[src/rtl/nibpf_pkg.sv]
package nibpf_pkg;

  typedef logic [3:0] nib_t;

  localparam int MAX_INSN_NIBS = 4;
  localparam int LEN_W         = 3;

  // length in nibbles of the instruction opened by a given opcode nibble
  function automatic logic [LEN_W-1:0] opcode_len(input nib_t op);
    logic [LEN_W-1:0] len;
    if (op <= 4'h1)      len = 3'd1;
    else if (op <= 4'h8) len = 3'd2;
    else if (op <= 4'hE) len = 3'd3;
    else                 len = 3'd4;
    return len;
  endfunction

endpackage

[src/rtl/nibpf_len_decode.sv]
module nibpf_len_decode
  import nibpf_pkg::*;
#(
  parameter int CNT_W = 4
) (
  input  nib_t             head_nib_i,
  input  logic [CNT_W-1:0] count_i,
  output logic [LEN_W-1:0] len_o,
  output logic             complete_o
);

  always_comb begin
    len_o      = opcode_len(head_nib_i);
    complete_o = (count_i >= CNT_W'(len_o));
  end

endmodule

[src/rtl/nibpf_store.sv]
module nibpf_store
  import nibpf_pkg::*;
#(
  parameter int SLOTS = 8,
  parameter int WIN_W = 16,
  localparam int VEC_W = 4 * SLOTS,
  localparam int CNT_W = $clog2(SLOTS + 1)
) (
  input  logic             clk,
  input  logic             rst_n,
  input  logic             flush_i,
  input  logic             pop_i,
  input  logic [LEN_W-1:0] pop_len_i,
  input  logic             push_i,
  input  logic             push_two_i,
  input  logic [7:0]       push_byte_i,
  output logic [WIN_W-1:0] head_o,
  output logic [CNT_W-1:0] count_o,
  output logic [CNT_W-1:0] free_o
);

  logic [VEC_W-1:0] q_r, shifted, app, q_nx;
  logic [CNT_W-1:0] cnt_r, sh, rem, addn, cnt_nx;

  // shift out the consumed nibbles, then append behind what remains
  always_comb begin
    sh      = pop_i ? CNT_W'(pop_len_i) : '0;
    shifted = q_r << {sh, 2'b00};
    rem     = cnt_r - sh;
    app     = '0;
    addn    = '0;
    if (push_i) begin
      if (push_two_i) begin
        app  = {push_byte_i, {(VEC_W-8){1'b0}}} >> {rem, 2'b00};
        addn = CNT_W'(2);
      end else begin
        app  = {push_byte_i[3:0], {(VEC_W-4){1'b0}}} >> {rem, 2'b00};
        addn = CNT_W'(1);
      end
    end
    q_nx   = shifted | app;
    cnt_nx = rem + addn;
  end

  always_ff @(posedge clk or negedge rst_n) begin
    if (!rst_n) begin
      q_r   <= '0;
      cnt_r <= '0;
    end else if (flush_i) begin
      q_r   <= '0;
      cnt_r <= '0;
    end else begin
      q_r   <= q_nx;
      cnt_r <= cnt_nx;
    end
  end

  assign head_o  = q_r[VEC_W-1 -: WIN_W];
  assign count_o = cnt_r;
  assign free_o  = CNT_W'(SLOTS) - cnt_r;

  p_no_overflow_r5: assert property (@(posedge clk) disable iff (!rst_n)
    cnt_r <= CNT_W'(SLOTS));

  p_push_room_r5: assert property (@(posedge clk) disable iff (!rst_n)
    push_i |-> (free_o >= CNT_W'(2)));

  p_flush_empties_r8: assert property (@(posedge clk) disable iff (!rst_n)
    flush_i |=> (cnt_r == '0));

  p_pop_legal_r7: assert property (@(posedge clk) disable iff (!rst_n)
    pop_i |-> (cnt_r >= CNT_W'(pop_len_i)));

  p_pop_count_r7: assert property (@(posedge clk) disable iff (!rst_n)
    (pop_i && !push_i && !flush_i) |=> (cnt_r == $past(cnt_r) - CNT_W'($past(pop_len_i))));

  p_push_count_r6: assert property (@(posedge clk) disable iff (!rst_n)
    (push_i && !pop_i && !flush_i) |=>
      (cnt_r == $past(cnt_r) + ($past(push_two_i) ? CNT_W'(2) : CNT_W'(1))));

endmodule

[src/rtl/nibpf_fetch_ctrl.sv]
module nibpf_fetch_ctrl #(
  parameter int ADDR_W = 10
) (
  input  logic              clk,
  input  logic              rst_n,
  input  logic              flush_i,
  input  logic [ADDR_W:0]   flush_nib_addr_i,
  input  logic              fill_hs_i,
  output logic [ADDR_W-1:0] fetch_addr_o,
  output logic              skip_hi_o
);

  logic [ADDR_W-1:0] addr_r;
  logic              skip_r;

  always_ff @(posedge clk or negedge rst_n) begin
    if (!rst_n) begin
      addr_r <= '0;
      skip_r <= 1'b0;
    end else if (flush_i) begin
      addr_r <= flush_nib_addr_i[ADDR_W:1];
      skip_r <= flush_nib_addr_i[0];
    end else if (fill_hs_i) begin
      addr_r <= addr_r + 1'b1;
      skip_r <= 1'b0;
    end
  end

  assign fetch_addr_o = addr_r;
  assign skip_hi_o    = skip_r;

  p_addr_step_r6: assert property (@(posedge clk) disable iff (!rst_n)
    (fill_hs_i && !flush_i) |=> (addr_r == $past(addr_r) + 1'b1));

  p_flush_addr_r8: assert property (@(posedge clk) disable iff (!rst_n)
    flush_i |=> (addr_r == $past(flush_nib_addr_i[ADDR_W:1])));

  p_skip_first_r9: assert property (@(posedge clk) disable iff (!rst_n)
    (flush_i && flush_nib_addr_i[0]) |=> skip_r);

  p_skip_once_r9: assert property (@(posedge clk) disable iff (!rst_n)
    (fill_hs_i && !flush_i) |=> !skip_r);

endmodule

[src/rtl/nib_prefetch_buffer.sv]
module nib_prefetch_buffer
  import nibpf_pkg::*;
#(
  parameter int ADDR_W = 10,
  parameter int SLOTS  = 8
) (
  input  logic              clk,
  input  logic              rst_n,
  input  logic              flush_i,
  input  logic [ADDR_W:0]   flush_nib_addr_i,
  input  logic              fill_valid_i,
  output logic              fill_ready_o,
  input  logic [7:0]        fill_data_i,
  output logic [ADDR_W-1:0] fetch_addr_o,
  output logic              insn_valid_o,
  input  logic              insn_ready_i,
  output logic [2:0]        insn_len_o,
  output logic [15:0]       insn_data_o
);

  localparam int WIN_W = 4 * MAX_INSN_NIBS;
  localparam int CNT_W = $clog2(SLOTS + 1);

  logic [WIN_W-1:0] head;
  logic [CNT_W-1:0] count, free;
  logic [LEN_W-1:0] len;
  logic             complete, skip_hi, fill_hs, pop;

  nibpf_len_decode #(.CNT_W(CNT_W)) len_dec_i (
    .head_nib_i (head[WIN_W-1 -: 4]),
    .count_i    (count),
    .len_o      (len),
    .complete_o (complete)
  );

  assign insn_valid_o = complete && !flush_i;
  assign fill_ready_o = !complete && !flush_i && (free >= CNT_W'(2));
  assign fill_hs      = fill_valid_i && fill_ready_o;
  assign pop          = insn_valid_o && insn_ready_i;
  assign insn_len_o   = len;
  assign insn_data_o  = head;

  nibpf_store #(.SLOTS(SLOTS), .WIN_W(WIN_W)) store_i (
    .clk         (clk),
    .rst_n       (rst_n),
    .flush_i     (flush_i),
    .pop_i       (pop),
    .pop_len_i   (len),
    .push_i      (fill_hs),
    .push_two_i  (!skip_hi),
    .push_byte_i (fill_data_i),
    .head_o      (head),
    .count_o     (count),
    .free_o      (free)
  );

  nibpf_fetch_ctrl #(.ADDR_W(ADDR_W)) fetch_i (
    .clk              (clk),
    .rst_n            (rst_n),
    .flush_i          (flush_i),
    .flush_nib_addr_i (flush_nib_addr_i),
    .fill_hs_i        (fill_hs),
    .fetch_addr_o     (fetch_addr_o),
    .skip_hi_o        (skip_hi)
  );

  p_hold_addr_r10: assert property (@(posedge clk) disable iff (!rst_n)
    (!fill_hs && !flush_i) |=> $stable(fetch_addr_o));

  p_excl_r5: assert property (@(posedge clk) disable iff (!rst_n)
    !(insn_valid_o && fill_ready_o));

  p_flush_quiet_r8: assert property (@(posedge clk) disable iff (!rst_n)
    flush_i |-> (!insn_valid_o && !fill_ready_o));

endmodule

[config.mk]
export PLATFORM = sky130hd
export DESIGN_NAME = nib_prefetch_buffer
export DESIGN_NICKNAME = d
export VERILOG_FILES = /design/src/rtl/nibpf_pkg.sv /design/src/rtl/nibpf_len_decode.sv /design/src/rtl/nibpf_store.sv /design/src/rtl/nibpf_fetch_ctrl.sv /design/src/rtl/nib_prefetch_buffer.sv
export SDC_FILE = /design/constraint.sdc
export NUM_CORES = 1
export LEC_CHECK = 0
export CAP_MARGIN = 5
export CORE_ASPECT_RATIO = 1.4
export CORE_MARGIN = 8
export CORE_UTILIZATION = 35
export DETAILED_ROUTE_END_ITERATION = 10
export SLEW_MARGIN = 10
export SYNTH_ARGS = -nofsm -noshare
export SYNTH_HDL_FRONTEND = slang
export SYNTH_SLANG_ARGS = --single-unit
[constraint.sdc]
create_clock -name clk -period 4.5 [get_ports clk]
set_input_delay 1.35 -clock clk [delete_from_list [all_inputs] [get_ports clk]]
set_output_delay 1.35 -clock clk [all_outputs]
set_load 0.01 [all_outputs]
==> qor.json <==
{
  "worstRegToRegCells": 13,
  "synthAdderAreaFrac_pct": 5.102,
  "ctsRootBufferMaster": "sky130_fd_sc_hd__clkbuf_16",
  "power_density_normalized_to_cell_area_mw_per_mm2": 723.0,
  "die_height_um": 138.1,
  "synth_enable_flop_cells": 0,
  "ant_nets": 0,
  "synth_top_flop_cell": "sky130_fd_sc_hd__dfrtp_1",
  "timing.setup.critical_path_class": "flip-flop to output pin",
  "synth_xor_area_share_pct": 3.525,
  "fin_area_sq_mm": 0.004577,
  "maxSlewViolCount": 0,
  "setup.worst_path.end_class": "output pin",
  "ir_drop_v": 0.0003837,
  "syn-num-nets": 491,
  "final-setup-viol-count": 0,
  "clock_tree.buffer_depth": 2,
  "globalRouteTotalUtil_pct": 20.04,
  "cts_hold_buffers": 0,
  "antenna_cells": 0,
  "clkSinkCount": 47,
  "crit_start": "store_i.q_r[30]",
  "cp_data_arrival_time_ns": 3.00,
  "syn_avg_cell_area_sq_um": 8.228,
  "intPower_uw": 1637,
  "max_slew.worst_pin.slew_ns": 0.7518,
  "post-cts-setup-buffers": 0,
  "port-buffer-count": 54,
  "rrSetupSlack_ns": 0.46,
  "seq_power_share_pct": 21.2,
  "grt_max_degree": 48,
  "floorplan.io_pins": 55,
  "fin_crit_sh_pct": 96.69,
  "first_global_vias": 4003,
  "synthToLayoutAreaGrowth_pct": 22.79,
  "post_synth_and_or_nand_nor_area_fraction_pct": 19.91,
  "yosys-mux-area-fraction_pct": 3.860,
  "wirelength_um": 13970,
  "hold_path.class": "flip-flop to flip-flop",
  "ys_async_sr_fraction_pct": 100.0,
  "critPathCapture": "fill_ready_o",
  "final.setup.tns_ns": 0,
  "leakage_uw": 0.001856,
  "clkLatencyLatePin_ns": 0.29,
  "globalRouteMet1Util_pct": 22.70,
  "r2r-end": "store_i.q_r[29]",
  "routability_congestion_estimate": 0.9851,
  "reg2reg_from": "store_i.q_r[30]",
  "grt.met3_usage_pct": 4.322,
  "synth-compound-area-share_pct": 28.37,
  "synth-seq-cells": 47,
  "avgViaCountPerCell": 6.038,
  "outcome": "complete, no violations",
  "initial_utilization_pct": 36.01,
  "cp_max_fo": 17,
  "global_route.usage.met2_pct": 31.91,
  "detail_route.wl_per_cell_um": 21.87,
  "tritoncts_clock_tree": "yes",
  "cts_htree_levels": 2,
  "dr.first_iter.drc_count": 364,
  "grt_first_pass_wirelength_um": 22210,
  "required_ns": 3.15,
  "finalWorstPathRequiredPeriod_ns": 4.351,
  "cts_repair_resize_count": 0,
  "crit_path_start_kind": "flip-flop",
  "synth-warning-count": 0,
  "worst_clock_skew_ns": 0.007138,
  "yosysSeqAreaShare_pct": 31.55,
  "drive_gt1_share_pct": 10.98,
  "timing.final.hold_violations": 0,
  "synth_top_area_cell": "sky130_fd_sc_hd__dfrtp_1",
  "achievable-frequency_mhz": 229.8,
  "routed-via-count": 3858,
  "floorplan.rows": 44,
  "switching_power_uw": 1672,
  "most_frequent_standard_cell_in_the_layout_excluding_fill_and_tap_cells": "sky130_fd_sc_hd__clkdlybuf4s50_1",
  "hpwl_um": 10500,
  "numCtsBuffers": 5,
  "sw_frac_of_total_pct": 50.54,
  "synthesis.area_sq_mm": 0.003727,
  "number_of_max_cap_violations": 0,
  "share_clk_of_total_power_pct": 12.2,
  "post_synth_main_area_contributors": "sky130_fd_sc_hd__dfrtp_1, sky130_fd_sc_hd__nand2_1, sky130_fd_sc_hd__ha_1",
  "yosysUniqueCellTypes": 67,
  "route.detailed.drc": 0,
  "syn-instance-count": 453,
  "horizontal_die_dimension_um": 103.2,
  "placedInstanceArea_sq_mm": 0.004417,
  "globalRouteOverflowTotal": 0,
  "maxSlewHeadroom_pct": 49.49,
  "dr.pass1.iters": 5,
  "clock_transition_time_at_the_flip_flop_clock_pins_of_the_worst_setup_and_hold_paths_ns": 0.07,
  "synth_top_family_by_area": "compound AO/OA/AOI/OAI gates",
  "p_comb_share_pct": 66.5,
  "layout.cells.most_common_list": "sky130_fd_sc_hd__clkdlybuf4s50_1, sky130_fd_sc_hd__dfrtp_1, sky130_fd_sc_hd__nand2_1",
  "floorplan.die_area_sq_mm": 0.01425,
  "core_sq_mm": 0.01035,
  "nNetsFinal": 538,
  "grt_busiest_layer": "met2",
  "synth_top_cell_area_share_pct": 31.55,
  "initial_antenna_violation_count": 0,
  "rsz0062_at_grt": "no"
}
worst min-delay path by stage:
| stage | start | endpoint | slack [ns] | cells after the start |
|---|---|---|---|---|
| 2_1_floorplan | fetch_i.fetch_addr_o[9] | fetch_i.fetch_addr_o[9] | 0.54 | 1 |
| 3_3_place_gp | fetch_i.fetch_addr_o[9] | fetch_i.fetch_addr_o[9] | 0.50 | 1 |
| 4_1_cts | fetch_i.fetch_addr_o[9] | fetch_i.fetch_addr_o[9] | 0.52 | 1 |
| 6_report | fetch_i.fetch_addr_o[9] | fetch_i.fetch_addr_o[9] | 0.52 | 1 |
| 3_5_place_dp | fetch_i.fetch_addr_o[9] | fetch_i.fetch_addr_o[9] | 0.50 | 1 |
| 5_1_grt | fetch_i.fetch_addr_o[9] | fetch_i.fetch_addr_o[9] | 0.54 | 1 |
metrics by stage:
stage / cells / util, % / total power, uW / hold WS, ns / setup WS, ns
after floorplan: 453 / - / 2056 / 0.5407 / 0.2288
after global placement: 631 / 42.67 / 2869 / 0.5022 / 0.3085
after detailed placement: 631 / 42.67 / 2866 / 0.5032 / 0.1866
after CTS: 639 / 44.22 / 3284 / 0.5179 / 0.1356
after global routing: 639 / 44.22 / 3521 / 0.5399 / 0.01252
final: 639 / 44.22 / 3309 / 0.5172 / 0.1490
layout make-up:
cell class / count / area, sq um
Multi-Input combinational cell: 347 / 2271
Tap cell: 138 / 172.7
Clock buffer: 7 / 152.6
Timing Repair Buffer: 80 / 725.7
Clock inverter: 1 / 7.507
Sequential cell: 47 / 1176
Fill cell: 1065 / 5773
Inverter: 19 / 71.32
sequential cells by signal, indices dropped and copies added, names as in the netlist:
register,count
store_i.q_r,32
store_i.count_o,4
fetch_i.skip_hi_o,1
fetch_i.fetch_addr_o,10
kinds of logic after synthesis:
kind of cell	Yosys count
multiplexers	14
AO/OA/AOI/OAI	151
flip-flops	47
adder cells (fa/ha/maj)	14
AND/OR/NAND/NOR	153
XOR/XNOR	15
buffers and inverters	59
synth_stat cells (3+ instances only):
master                      instances
sky130_fd_sc_hd__a31oi_1            7
sky130_fd_sc_hd__o22a_1             5
sky130_fd_sc_hd__nor3_1            10
sky130_fd_sc_hd__nand2b_1           4
sky130_fd_sc_hd__a22o_1             3
sky130_fd_sc_hd__mux2_2             3
sky130_fd_sc_hd__a32oi_1            3
sky130_fd_sc_hd__nand4_1            7
sky130_fd_sc_hd__o22ai_1           13
sky130_fd_sc_hd__xnor2_1            7
sky130_fd_sc_hd__o2bb2ai_1          4
sky130_fd_sc_hd__a21oi_1           29
sky130_fd_sc_hd__o221ai_1           5
sky130_fd_sc_hd__inv_1             16
sky130_fd_sc_hd__nor2b_1            5
sky130_fd_sc_hd__o221a_2            3
sky130_fd_sc_hd__mux2i_1           11
sky130_fd_sc_hd__a21o_1             4
sky130_fd_sc_hd__nand2_1           46
sky130_fd_sc_hd__a211oi_1           3
sky130_fd_sc_hd__and2_1             5
sky130_fd_sc_hd__o211ai_1           5
sky130_fd_sc_hd__a22oi_1            7
sky130_fd_sc_hd__dfrtp_1           47
sky130_fd_sc_hd__or3_1              3
sky130_fd_sc_hd__nor2_1            37
sky130_fd_sc_hd__and3_1             6
sky130_fd_sc_hd__nor3_2             3
sky130_fd_sc_hd__o21ai_0           29
sky130_fd_sc_hd__xor2_1             8
sky130_fd_sc_hd__ha_1              12
sky130_fd_sc_hd__a2bb2oi_1          3
sky130_fd_sc_hd__a221oi_1           5
sky130_fd_sc_hd__nand3_1           19
sky130_fd_sc_hd__buf_4             16
sky130_fd_sc_hd__buf_2              3
sky130_fd_sc_hd__clkbuf_1          19
power groups by stage:
stage	clock (uW)	combinational (uW)	sequential [uW]
floorplan	0	1430	630
global placement	0	2160	704
detailed placement	0	2160	703
CTS	412	2170	697
global route	425	2380	718
finish	405	2200	703
critical path, cell delays in order, from the launching register on:
cell,delay [ns]
sky130_fd_sc_hd__dfrtp_1,0.56
sky130_fd_sc_hd__o21ba_2,0.33
sky130_fd_sc_hd__a211oi_4,0.33
sky130_fd_sc_hd__ha_1,0.29
sky130_fd_sc_hd__nor2b_1,0.18
sky130_fd_sc_hd__o21ai_2,0.16
sky130_fd_sc_hd__nor3_1,0.26
sky130_fd_sc_hd__clkdlybuf4s50_1,0.60
per-layer routing:
layer | vias up | routed length [um]
met1 | 1839 | 5360
met4 | 0 | 987
met5 | - | 0
met2 | 201 | 6619
met3 | 57 | 1005
li1 | 1761 | -
No activity file was read; power rests on OpenSTA's default activity.
